## config.mk

```make
export PLATFORM = sky130hd
export DESIGN_NAME = sc_shutdown_array
export DESIGN_NICKNAME = d
export VERILOG_FILES = /design/src/rtl/sc_tmr_pkg.sv /design/src/rtl/sc_term_sel.sv /design/src/rtl/sc_chan_tmr.sv /design/src/rtl/sc_trip_or.sv /design/src/rtl/sc_shutdown_array.sv
export SDC_FILE = /design/constraint.sdc
export NUM_CORES = 1
export LEC_CHECK = 0
export ABC_AREA = 1
export BUFFER_PORTS_ARGS = -buffer_cell sky130_fd_sc_hd__buf_2
export CELL_PAD_IN_SITES_DETAIL_PLACEMENT = 1
export CELL_PAD_IN_SITES_GLOBAL_PLACEMENT = 1
export CORE_UTILIZATION = 50
export DETAILED_ROUTE_END_ITERATION = 6
export HOLD_SLACK_MARGIN = 0.1
export PLACE_DENSITY = 0.84
export SLEW_MARGIN = 0
export SYNTH_ARGS = -nofsm -noshare
export SYNTH_HDL_FRONTEND = slang
export SYNTH_HIERARCHICAL = 1
export SYNTH_SLANG_ARGS = --single-unit
export TNS_END_PERCENT = 5
```

## constraint.sdc

```tcl
create_clock -name clk_i -period 6.1 [get_ports clk_i]
set_input_delay 1.525 -clock clk_i [delete_from_list [all_inputs] [get_ports clk_i]]
set_output_delay 1.525 -clock clk_i [all_outputs]
set_load 0.01 [all_outputs]
```

## src/rtl/sc_tmr_pkg.sv

```systemverilog
package sc_tmr_pkg;

  typedef enum logic {
    DLY_SHORT = 1'b0,
    DLY_LONG  = 1'b1
  } dly_sel_e;

  // ceil(delay / tick), never below one tick
  function automatic int unsigned ticks_for(int unsigned dly_us, int unsigned tick_us);
    int unsigned n;
    n = (dly_us + tick_us - 1) / tick_us;
    return (n == 0) ? 1 : n;
  endfunction

endpackage

```

## src/rtl/sc_term_sel.sv

```systemverilog
module sc_term_sel #(
  parameter int unsigned SHORT_CNT = 15,
  parameter int unsigned LONG_CNT  = 120,
  parameter int unsigned CNT_W     = 7
) (
  input  logic             long_dly_i,
  output logic [CNT_W-1:0] term_o
);
  import sc_tmr_pkg::*;

  dly_sel_e sel;
  assign sel = dly_sel_e'(long_dly_i);

  always_comb begin
    unique case (sel)
      DLY_LONG: term_o = CNT_W'(LONG_CNT);
      default:  term_o = CNT_W'(SHORT_CNT);
    endcase
  end

  always_comb begin
    a_term_nonzero_r2: assert (term_o != '0);
  end

endmodule

```

## src/rtl/sc_chan_tmr.sv

```systemverilog
module sc_chan_tmr #(
  parameter int unsigned CNT_W    = 7,
  parameter int unsigned LONG_CNT = 120
) (
  input  logic             clk_i,
  input  logic             rst_ni,
  input  logic             tick_i,
  input  logic             clr_i,
  input  logic             sw_on_i,
  input  logic             ovc_i,
  input  logic [CNT_W-1:0] term_i,
  output logic             trip_o
);

  logic [CNT_W-1:0] cnt_q;
  logic [CNT_W:0]   cnt_nxt;
  logic             qual;
  logic             expire;

  assign qual    = sw_on_i & ovc_i;
  assign cnt_nxt = {1'b0, cnt_q} + (CNT_W+1)'(1);
  assign expire  = cnt_nxt >= {1'b0, term_i};

  always_ff @(posedge clk_i or negedge rst_ni) begin
    if (!rst_ni) begin
      cnt_q  <= '0;
      trip_o <= 1'b0;
    end else if (clr_i) begin
      cnt_q  <= '0;
      trip_o <= 1'b0;
    end else if (trip_o || !qual) begin
      cnt_q  <= '0;
    end else if (tick_i) begin
      if (expire) begin
        cnt_q  <= '0;
        trip_o <= 1'b1;
      end else begin
        cnt_q  <= cnt_nxt[CNT_W-1:0];
      end
    end
  end

  p_off_holds_zero_r5: assert property (@(posedge clk_i) disable iff (!rst_ni)
    !sw_on_i |=> cnt_q == '0);

  p_drop_restarts_r4: assert property (@(posedge clk_i) disable iff (!rst_ni)
    !ovc_i |=> cnt_q == '0);

  p_trip_sticky_r6: assert property (@(posedge clk_i) disable iff (!rst_ni)
    trip_o && !clr_i |=> trip_o);

  p_trip_cause_r2: assert property (@(posedge clk_i) disable iff (!rst_ni)
    $rose(trip_o) |-> $past(sw_on_i && ovc_i && tick_i && !clr_i));

  p_clear_r8: assert property (@(posedge clk_i) disable iff (!rst_ni)
    clr_i |=> !trip_o && cnt_q == '0);

  p_cnt_bound_r3: assert property (@(posedge clk_i) disable iff (!rst_ni)
    cnt_q < CNT_W'(LONG_CNT));

endmodule

```

## src/rtl/sc_trip_or.sv

```systemverilog
module sc_trip_or #(
  parameter int unsigned N_CH = 12
) (
  input  logic [N_CH-1:0] trip_i,
  output logic            short_o
);
  assign short_o = |trip_i;
endmodule

```

## src/rtl/sc_shutdown_array.sv

```systemverilog
module sc_shutdown_array #(
  parameter int unsigned N_CH     = 12,
  parameter int unsigned TICK_US  = 100,
  parameter int unsigned SHORT_US = 1500,
  parameter int unsigned LONG_US  = 12000
) (
  input  logic            clk_i,
  input  logic            rst_ni,
  input  logic            tick_i,
  input  logic            long_dly_i,
  input  logic            clr_i,
  input  logic [N_CH-1:0] sw_on_i,
  input  logic [N_CH-1:0] ovc_i,
  output logic [N_CH-1:0] trip_o,
  output logic            short_o
);
  import sc_tmr_pkg::*;

  localparam int unsigned SHORT_CNT = ticks_for(SHORT_US, TICK_US);
  localparam int unsigned LONG_CNT  = ticks_for(LONG_US, TICK_US);
  localparam int unsigned MAX_CNT   = (LONG_CNT > SHORT_CNT) ? LONG_CNT : SHORT_CNT;
  localparam int unsigned CNT_W     = $clog2(MAX_CNT + 1);

  logic [CNT_W-1:0] term;

  sc_term_sel #(
    .SHORT_CNT(SHORT_CNT),
    .LONG_CNT (LONG_CNT),
    .CNT_W    (CNT_W)
  ) u_term (
    .long_dly_i(long_dly_i),
    .term_o    (term)
  );

  for (genvar g = 0; g < N_CH; g++) begin : g_ch
    sc_chan_tmr #(
      .CNT_W   (CNT_W),
      .LONG_CNT(MAX_CNT)
    ) u_tmr (
      .clk_i  (clk_i),
      .rst_ni (rst_ni),
      .tick_i (tick_i),
      .clr_i  (clr_i),
      .sw_on_i(sw_on_i[g]),
      .ovc_i  (ovc_i[g]),
      .term_i (term),
      .trip_o (trip_o[g])
    );
  end

  sc_trip_or #(.N_CH(N_CH)) u_or (
    .trip_i (trip_o),
    .short_o(short_o)
  );

  p_short_clear_r8: assert property (@(posedge clk_i) disable iff (!rst_ni)
    clr_i |=> !short_o);

  p_short_rise_r7: assert property (@(posedge clk_i) disable iff (!rst_ni)
    $rose(short_o) |-> $past(tick_i && !clr_i));

  p_short_hold_r7: assert property (@(posedge clk_i) disable iff (!rst_ni)
    short_o && !clr_i |=> short_o);

  p_no_spurious_r9: assert property (@(posedge clk_i) disable iff (!rst_ni)
    !tick_i && !clr_i |=> $stable(trip_o));

endmodule

```

======== Word level (Yosys, flattened, before mapping) ========
Index checks and enable logic that the tools add are counted.
storage, ports and cells
  register bits ........................... 96
  input port bits ......................... 29
  output and inout port bits .............. 13
  logic and storage cells ................. 231
operators by class
  $add $sub $neg .......................... 12
  order comparisons ....................... 12
  equal/unequal tests ..................... 12
  muxes and demuxes ....................... 97
  bitwise operators ....................... 12
  reductions and logical operators ........ 62
operators with widths
  cell                                                           count
  7-bit 2-to-1 mux                                               49
  7-bit by 1-bit adder with 8-bit output, second input constant  12
  8-bit by 7-bit >= comparator with 1-bit output                 12
  1-bit 2-to-1 mux                                               48
  3-bit AND reduction                                            12
  3-bit nonzero test                                             12
  2-bit nonzero test                                             13
  2-bit inequality test, second input constant                   12
  1-bit bitwise AND                                              12
  1-bit zero test                                                12
  1-bit logical OR                                               12
  12-bit OR reduction                                            1

======== Longest topological paths before layout ========
Gate-level depths: netlist (run 1).
  word-level depth ........................ 6
  mapped depth ............................ 15
  depth with buffers taken out ............ 15

======== Cells and area by module ========
The synthesis (run 1) kept the hierarchy.
by module, submodules not included
  module       instances  cells an instance  area each (um^2)
  sc_chan_tmr  12         93                 671.9
  sc_term_sel  1          8                  52.6
  sc_trip_or   1          11                 43.8

======== Worst setup path before layout (run 1) ========
No wires, ideal clock.
  path type ............................... input port to flip-flop
  from .................................... input port long_dly_i
  to ...................................... register g_ch[0].u_tmr.cnt_q[5]
  setup time .............................. 0.067 ns
  arrival time ............................ 2.932 ns
  slack ................................... 3.102 ns
  stages on the path ...................... 13
  path buffers ............................ 1
  cell sequence ........................... inv_1 > buf_4 > inv_1 > ha_1 > nand2_1 > nand3b_1 > nand2_1 > nand2_1 > nand2_2 > nand2_4 > nor2_8 > nand2_1 > nand2_1
on the way
  word-level cells in the longest chain between the ends .. 6
ends and longest elaborated chain
  what                                            RTL line                 text
  start: declaration                              sc_shutdown_array.sv:10  input logic long_dly_i,
  7-bit 2-to-1 mux                                sc_term_sel.sv:15        unique case (sel)
  via term[1]                                     sc_shutdown_array.sv:24  logic [CNT_W-1:0] term;
  8-bit by 7-bit >= comparator with 1-bit output  sc_chan_tmr.sv:22        assign expire = cnt_nxt >= {1'b0, term_i};
  7-bit 2-to-1 mux                                sc_chan_tmr.sv:34        if (expire) begin
  7-bit 2-to-1 mux                                sc_chan_tmr.sv:33        end else if (tick_i) begin
  7-bit 2-to-1 mux                                sc_chan_tmr.sv:31        end else if (trip_o || !qual) begin
  7-bit 2-to-1 mux                                sc_chan_tmr.sv:28        end else if (clr_i) begin
  end signal: assignment                          sc_chan_tmr.sv:38        cnt_q <= cnt_nxt[CNT_W-1:0];
  end: declaration                                sc_chan_tmr.sv:15        logic [CNT_W-1:0] cnt_q;
The timed path passes the listed nets, and every way through them passes these cells. The select of a mux whose other input is x is not followed.
A chain may end at the register's enable or synchronous reset.

======== Final worst setup path (run 1) ========
  from .................................... input port long_dly_i
  to ...................................... register g_ch[0].u_tmr.cnt_q[2]
Same word-level chain as after synthesis.

==> results of run 1 <==
-- Yosys cell counts (13+ instances only) --
library cell  number
a21oi_1           36
dfrtp_1           96
ha_1              96
inv_1            180
inv_2             13
nand2_1          411
nand2_2           36
nor2_1            67
nor2_2            24
nor3_1            24
xor2_1            36
-- final timing paths --
path / endpoint / slack (ps)
setup reg to reg: g_ch[2].u_tmr/cnt_q[1] / 3850
setup / recovery: g_ch[0].u_tmr/cnt_q[2] / 2120
hold reg to reg: g_ch[10].u_tmr/cnt_q[1] / 520
hold / removal: g_ch[10].u_tmr/cnt_q[1] / 520
max in group asynchronous: g_ch[8].u_tmr/cnt_q[0] / 3810
min in group asynchronous: g_ch[7].u_tmr/cnt_q[4] / 1280
-- area by class of cell --
type	count	area share
Multi-Input combinational cell	840	0.5583
Sequential cell	96	0.2689
Inverter	193	0.08109
Clock buffer	14	0.03067
Tap cell	216	0.03025
Timing Repair Buffer	42	0.02409
Clock inverter	2	0.006723
-- state kept, by name (all words and copies together), names as in the netlist --
signal,flops
g_ch.u_tmr/cnt_q,84
g_ch.u_tmr/trip_o,12
-- where the power goes --
| group | internal [mW] | switching (mW) | leakage [nW] | total [mW] |
|---|---|---|---|---|
| Sequential | 0.644 | 0.00844 | 1.33 | 0.652 |
| Combinational | 0.0694 | 0.138 | 4.16 | 0.208 |
| Clock | 0.394 | 0.251 | 0.163 | 0.645 |
| Total | 1.11 | 0.398 | 5.66 | 1.51 |
-- logic make-up after synthesis --
family,Yosys count
compound gates,48
xor+xnor,48
other cells,1
buf+inv,199
flops,96
simple gates,647
fa+ha+maj,96
-- routing by layer --
metal | vias up | global-route usage | part of all wire
met5 | - | 0 | 0
met4 | 0 | 0.06361 | 0.013
met3 | 18 | 0.02419 | 0.012
met2 | 43 | 0.4583 | 0.50
met1 | 3367 | 0.3250 | 0.48
li1 | 3559 | - | -
-- stage by stage --
stage                     cell area [µm²]  utilization  power [mW]  setup slack (ps)
after floorplan                      8159            -      0.7986              3102
after global placement               8600       0.5414      0.8624              1953
after detailed placement             8600       0.5414      0.8718              1821
after CTS                            8934       0.5624       1.525              2111
after global routing                 8934       0.5624       1.574              1912
final                                8934       0.5624       1.505              2120
-- worst max-delay path, stage by stage --
cell and delay [ps]:
buf_2 600, inv_1 800, ha_1 540, nand2_1 60, nand3b_1 90, nand2_1 90
nand2_1 70, nand2_2 90, nand2_4 70, nor2_8 140, nand2_1 70, nand2_1 70
==> impl_metrics.yaml, run 1 <==
status:
  outcome: "complete, no violations"
min_path:
  whs_path_depth: 2
  hold_start: "g_ch[10].u_tmr/cnt_q[1]"
  hold_path.class: "reg2reg"
synthesis:
  netlist_area_mm2: 0.008159
  yosys.area.top_type_share: 0.2944
  synth_top_family_by_area: "simple AND/OR/NAND/NOR gates"
  synth_xor_area_frac: 0.05153
  synthMuxAreaShare: 0
  ys_seq_area_frac: 0.2944
  yosys.area.top_type: "dfrtp_1"
  synthFlopType: "dfrtp_1"
  synthSimpleGateAreaFrac: 0.3789
  syn_area_per_cell_um2: 7.189
  synth-edff-count: 0
  ys_ff_latch: 96
  synth_compound_area_frac: 0.03312
  ys_types: 23
  async_reset_ff_frac: 1.000
  synth_warnings: 6
  synth_cells: 1135
  synthAdderAreaFrac: 0.1472
  synth.area.top_cells: "dfrtp_1 29%, nand2_1 19%, ha_1 15%, inv_1 8.3%, xor2_1 3.9%"
  synth_fp_nets: 1260
global_routing:
  grt_pass1_wl_um: 33780
  grtUsageTotal: 0.2539
  grt_max_degree: 65
  grt_pass1_vias: 7250
  overflow: 0
  antenna_found_initial: 0
timing:
  grt_setup_unrepaired: "false"
  hold_viol_final: 0
  period_needed_ps: 3980
  max_freq_mhz: 251.2
  maxSlewViolCount: 0
  slew_headroom: 0.1658
  tightest_slew_ps: 1250
  finalCritPeriodShare: 0.6525
  setup_tns_ps: 0
  holdWs_ps: 518.3
  skew_ps: 5.739
  setup_viol: 0
layout:
  fin_cells: 1403
  drive_gt1_frac: 0.1491
  multi_input_area_mm2: 0.004987
  final_common_cell: "nand2_1"
  nNetsFinal: 1307
  n_antenna_cell: 0
  fillers: 2107
  synthToLayoutAreaGrowth_pct: 9.492
  most-common-layout-cells: "411 x nand2_1, 180 x inv_1, 96 x ha_1, 96 x dfrtp_1, 67 x nor2_1"
  seqCellArea_mm2: 0.002402
place:
  place.gp.congestion: 0.8243
  port-buffer-count: 41
  dp_hpwl_um: 14640
  dp.cells: 1387
floorplanning:
  num_io_pins: 42
  die_x_um: 129.7
  core_region_area_mm2: 0.01589
  die-area_mm2: 0.01683
  start_util: 0.5136
  die_h_um: 129.7
  rows: 46
setup_path:
  reg2reg_depth: 15
  crit_start: "long_dly_i"
  crit_required_ps: 6380
  cp_max_fo: 37
  crit_arrival_ps: 4260
  crit_type: "in2reg"
  start_kind: "input pin"
  end_kind: "register"
  worstReg2RegStart: "g_ch[2].u_tmr/cnt_q[0]"
clock_tree:
  cts_buffers: 9
  path_clk_slew_ps: 70
  cts.path.max_buffers: 2
  cts_root_buf: "clkbuf_16"
  htreeDepth: 3
  cts_hold_buf: 0
  cts_num_sinks: 96
  cts.repair.resized: 0
  tritoncts: "built"
  cts_setup_buffers: 0
  clk_latency_ps: 350
drt:
  drc: 0
  wl_per_cell_um: 13.97
  vias: 6987
  detail_route.iter0.violations: 144
  vias_per_cell: 4.980
  drt-total-wl_um: 19600
  postRouteAntennaNets: 0
  drtPass1Iterations: 4
power_and_ir_drop:
  power.density_mw_per_mm2: 168.5
  irDropWorstVdd_mv: 0.1323
  p_leak_nw: 5.660
flow_run:
  cap_violations: 0
No activity file was read; power rests on OpenSTA's default activity.
==> inputs of run 2 (changes only) <==
--- a/config.mk
+++ b/config.mk
@@ -9,10 +9,10 @@
 export BUFFER_PORTS_ARGS = -buffer_cell sky130_fd_sc_hd__buf_2
 export CELL_PAD_IN_SITES_DETAIL_PLACEMENT = 1
 export CELL_PAD_IN_SITES_GLOBAL_PLACEMENT = 1
-export CORE_UTILIZATION = 50
+export CORE_UTILIZATION = 46
 export DETAILED_ROUTE_END_ITERATION = 6
 export HOLD_SLACK_MARGIN = 0.1
-export PLACE_DENSITY = 0.84
+export PLACE_DENSITY = 0.78
 export SLEW_MARGIN = 0
 export SYNTH_ARGS = -nofsm -noshare
 export SYNTH_HDL_FRONTEND = slang
==> constraint.sdc (replaced) <==
create_clock -name clk_i -period 4.05 [get_ports clk_i]
set_input_delay 1.0125 -clock clk_i [delete_from_list [all_inputs] [get_ports clk_i]]
set_output_delay 1.0125 -clock clk_i [all_outputs]
set_load 0.01 [all_outputs]
==> run 2 against run 1 <==
  * Count of clock-buffer cells in the layout is 2 lower
  * Register-to-register slack lost 2100 ps
  * Non-clock buffer count up 2
  * Cell count increased by 0.57%
  * Sequential cell count stayed put
  * Clock skew is 1.6 ps higher
  * Worst hold slack got worse by 3.7 ps
  * Core utilization down 4.8 points
==> impl_metrics.yaml, run 2 (synthesized netlist as in run 1, its figures left out) <==
layout:
  fin_cells: 1411
  fillers: 2266
  most-common-layout-cells: "411 x nand2_1, 180 x inv_1, 96 x ha_1, 96 x dfrtp_1, 67 x nor2_1"
  drive_gt1_frac: 0.1492
  nNetsFinal: 1309
  final_common_cell: "nand2_1"
  largest_reg_flops: 84
  synthToLayoutAreaGrowth_pct: 9.078
  regMostFlops: "g_ch.u_tmr/cnt_q"
  postLayoutCoreUtil: 0.5145
  top_regs: "g_ch.u_tmr/cnt_q (84), g_ch.u_tmr/trip_o (12)"
  n_antenna_cell: 0
setup_path:
  start_kind: "input pin"
  cpMostUsedCell: "nand2_1"
  crit_start: "long_dly_i"
  crit_arrival_ps: 2930
  crit_type: "in2reg"
  critPathSlowestCell: "buf_4"
  cp_max_fo: 36
  worstReg2RegStart: "g_ch[3].u_tmr/cnt_q[0]"
  crit_required_ps: 4340
  end_kind: "register"
  critPathMaxStageDelay_ps: 380
  worstPathCellList: "buf_2 -> inv_1 -> buf_4 -> inv_1 -> ha_1 -> nand2_1 -> nand3b_1 -> nand2_1 -> nand2_1 -> nand2_2 -> nand2_4 -> nor2_8 -> nand2_1 -> nand2_1"
status:
  outcome: "complete, no violations"
drt:
  wl_per_cell_um: 13.70
  drtPass1Iterations: 4
  vias: 6918
  postRouteAntennaNets: 0
  vias_per_cell: 4.903
  detail_route.iter0.violations: 275
  drc: 0
  drt-total-wl_um: 19320
clock_tree:
  htreeDepth: 3
  cts_hold_buf: 0
  cts_setup_buffers: 0
  cts_root_buf: "clkbuf_16"
  cts_num_sinks: 96
  path_clk_slew_ps: 60
  cts.path.max_buffers: 2
  clk_latency_ps: 350
  cts.repair.resized: 0
  cts_buffers: 9
  tritoncts: "built"
timing:
  tightest_slew_ps: 1000
  fin_ws_ps: 1408
  hold_viol_final: 0
  grt_setup_unrepaired: "false"
  setup_tns_ps: 0
  slew_headroom: 0.3331
  max_freq_mhz: 378.6
  period_needed_ps: 2642
  skew_ps: 7.371
  finalCritPeriodShare: 0.6522
  setup_viol: 0
  maxSlewViolCount: 0
floorplanning:
  die-area_mm2: 0.01827
  core_region_area_mm2: 0.01730
  die_h_um: 135.2
  die_x_um: 135.2
  rows: 48
  start_util: 0.4717
  num_io_pins: 42
global_routing:
  overflow: 0
  grt_pass1_wl_um: 33400
  grtUsageTotal: 0.2290
  antenna_found_initial: 0
  grt_use_met2: 0.3912
  met3_usage: 0.02245
  grt_util_met1: 0.3033
  grt_max_degree: 51
  grt_pass1_vias: 7059
  busiest_layer: "met2"
power_and_ir_drop:
  power_frac_seq: 0.467
  p_clk_frac: 0.384
  internal-power_mw: 1.515
  p_sw_frac: 0.2798
  p_leak_nw: 5.642
  irDropWorstVdd_mv: 0.2001
  power.density_mw_per_mm2: 236.3
  pwr-share-comb: 0.149
  p_switching_mw: 0.5885
place:
  place.gp.congestion: 0.7856
  post-place-ws_ps: 1033
  dp.cells: 1398
  port-buffer-count: 41
  dp_hpwl_um: 14730
min_path:
  hold_path.class: "reg2reg"
  hold_start: "g_ch[0].u_tmr/cnt_q[1]"
flow_run:
  cap_violations: 0
run 2: cell count changes in the layout (fill, tap and decap cells not counted), sizes merged:
| cell | previous run | this run |
|---|---|---|
| buf | 42 | 44 |
| clkbuf | 14 | 12 |
| bufinv | 2 | 0 |
| clkinv | 0 | 1 |
run 2: routing by layer:
metal	part of all wire	up-vias
met2	0.48	41
li1	-	3561
met5	0	-
met3	0.014	18
met4	0.016	0
met1	0.49	3298
run 2: power by group through the flow:
stage / Clock, mW / Sequential (mW) / Combinational [mW]
after CTS: 0.837 / 0.983 / 0.319
final: 0.808 / 0.983 / 0.313
after detailed placement: 0 / 1.00 / 0.317
after global routing: 0.868 / 0.984 / 0.358
after global placement: 0 / 1.00 / 0.306
after floorplan: 0 / 1.00 / 0.203
run 2: cell type report:
type / count / area (µm²) / area share
Timing Repair Buffer: 44 / 242.7 / 0.02727
Sequential cell: 96 / 2402 / 0.2699
Inverter: 193 / 724.4 / 0.08140
Clock inverter: 1 / 5.005 / 0.0005624
Multi-Input combinational cell: 840 / 4987 / 0.5604
Clock buffer: 12 / 256.5 / 0.02882
Tap cell: 225 / 281.5 / 0.03163
run 2: path summary, 6_finish.rpt:
check                                                to  depth (start not counted)  slack (ps)
worst max-delay path            g_ch[10].u_tmr/cnt_q[0]                         14        1410
worst min-delay path             g_ch[0].u_tmr/cnt_q[1]                          2         510
worst max register to register   g_ch[3].u_tmr/cnt_q[0]                         15        1770
worst min register to register   g_ch[0].u_tmr/cnt_q[1]                          2         510
max in group asynchronous        g_ch[6].u_tmr/cnt_q[4]                          2        2620
min in group asynchronous        g_ch[7].u_tmr/cnt_q[5]                          1         710
run 2: critical path: cells and delay by family:
| kind | cells | cell delay [ps] |
|---|---|---|
| adders and majority gates | 1 | 340 |
| buffers and inverters | 4 | 860 |
| and+or+nand+nor | 9 | 680 |
run 2: metrics by stage:
stage | hold slack (ps) | total power, mW | area (µm²)
after floorplan | 474.3 | 1.203 | 8159
after global routing | 539.3 | 2.210 | 8900
after CTS | 519.1 | 2.138 | 8900
after global placement | 494.3 | 1.306 | 8638
final | 514.6 | 2.103 | 8900
after detailed placement | 504.3 | 1.318 | 8638
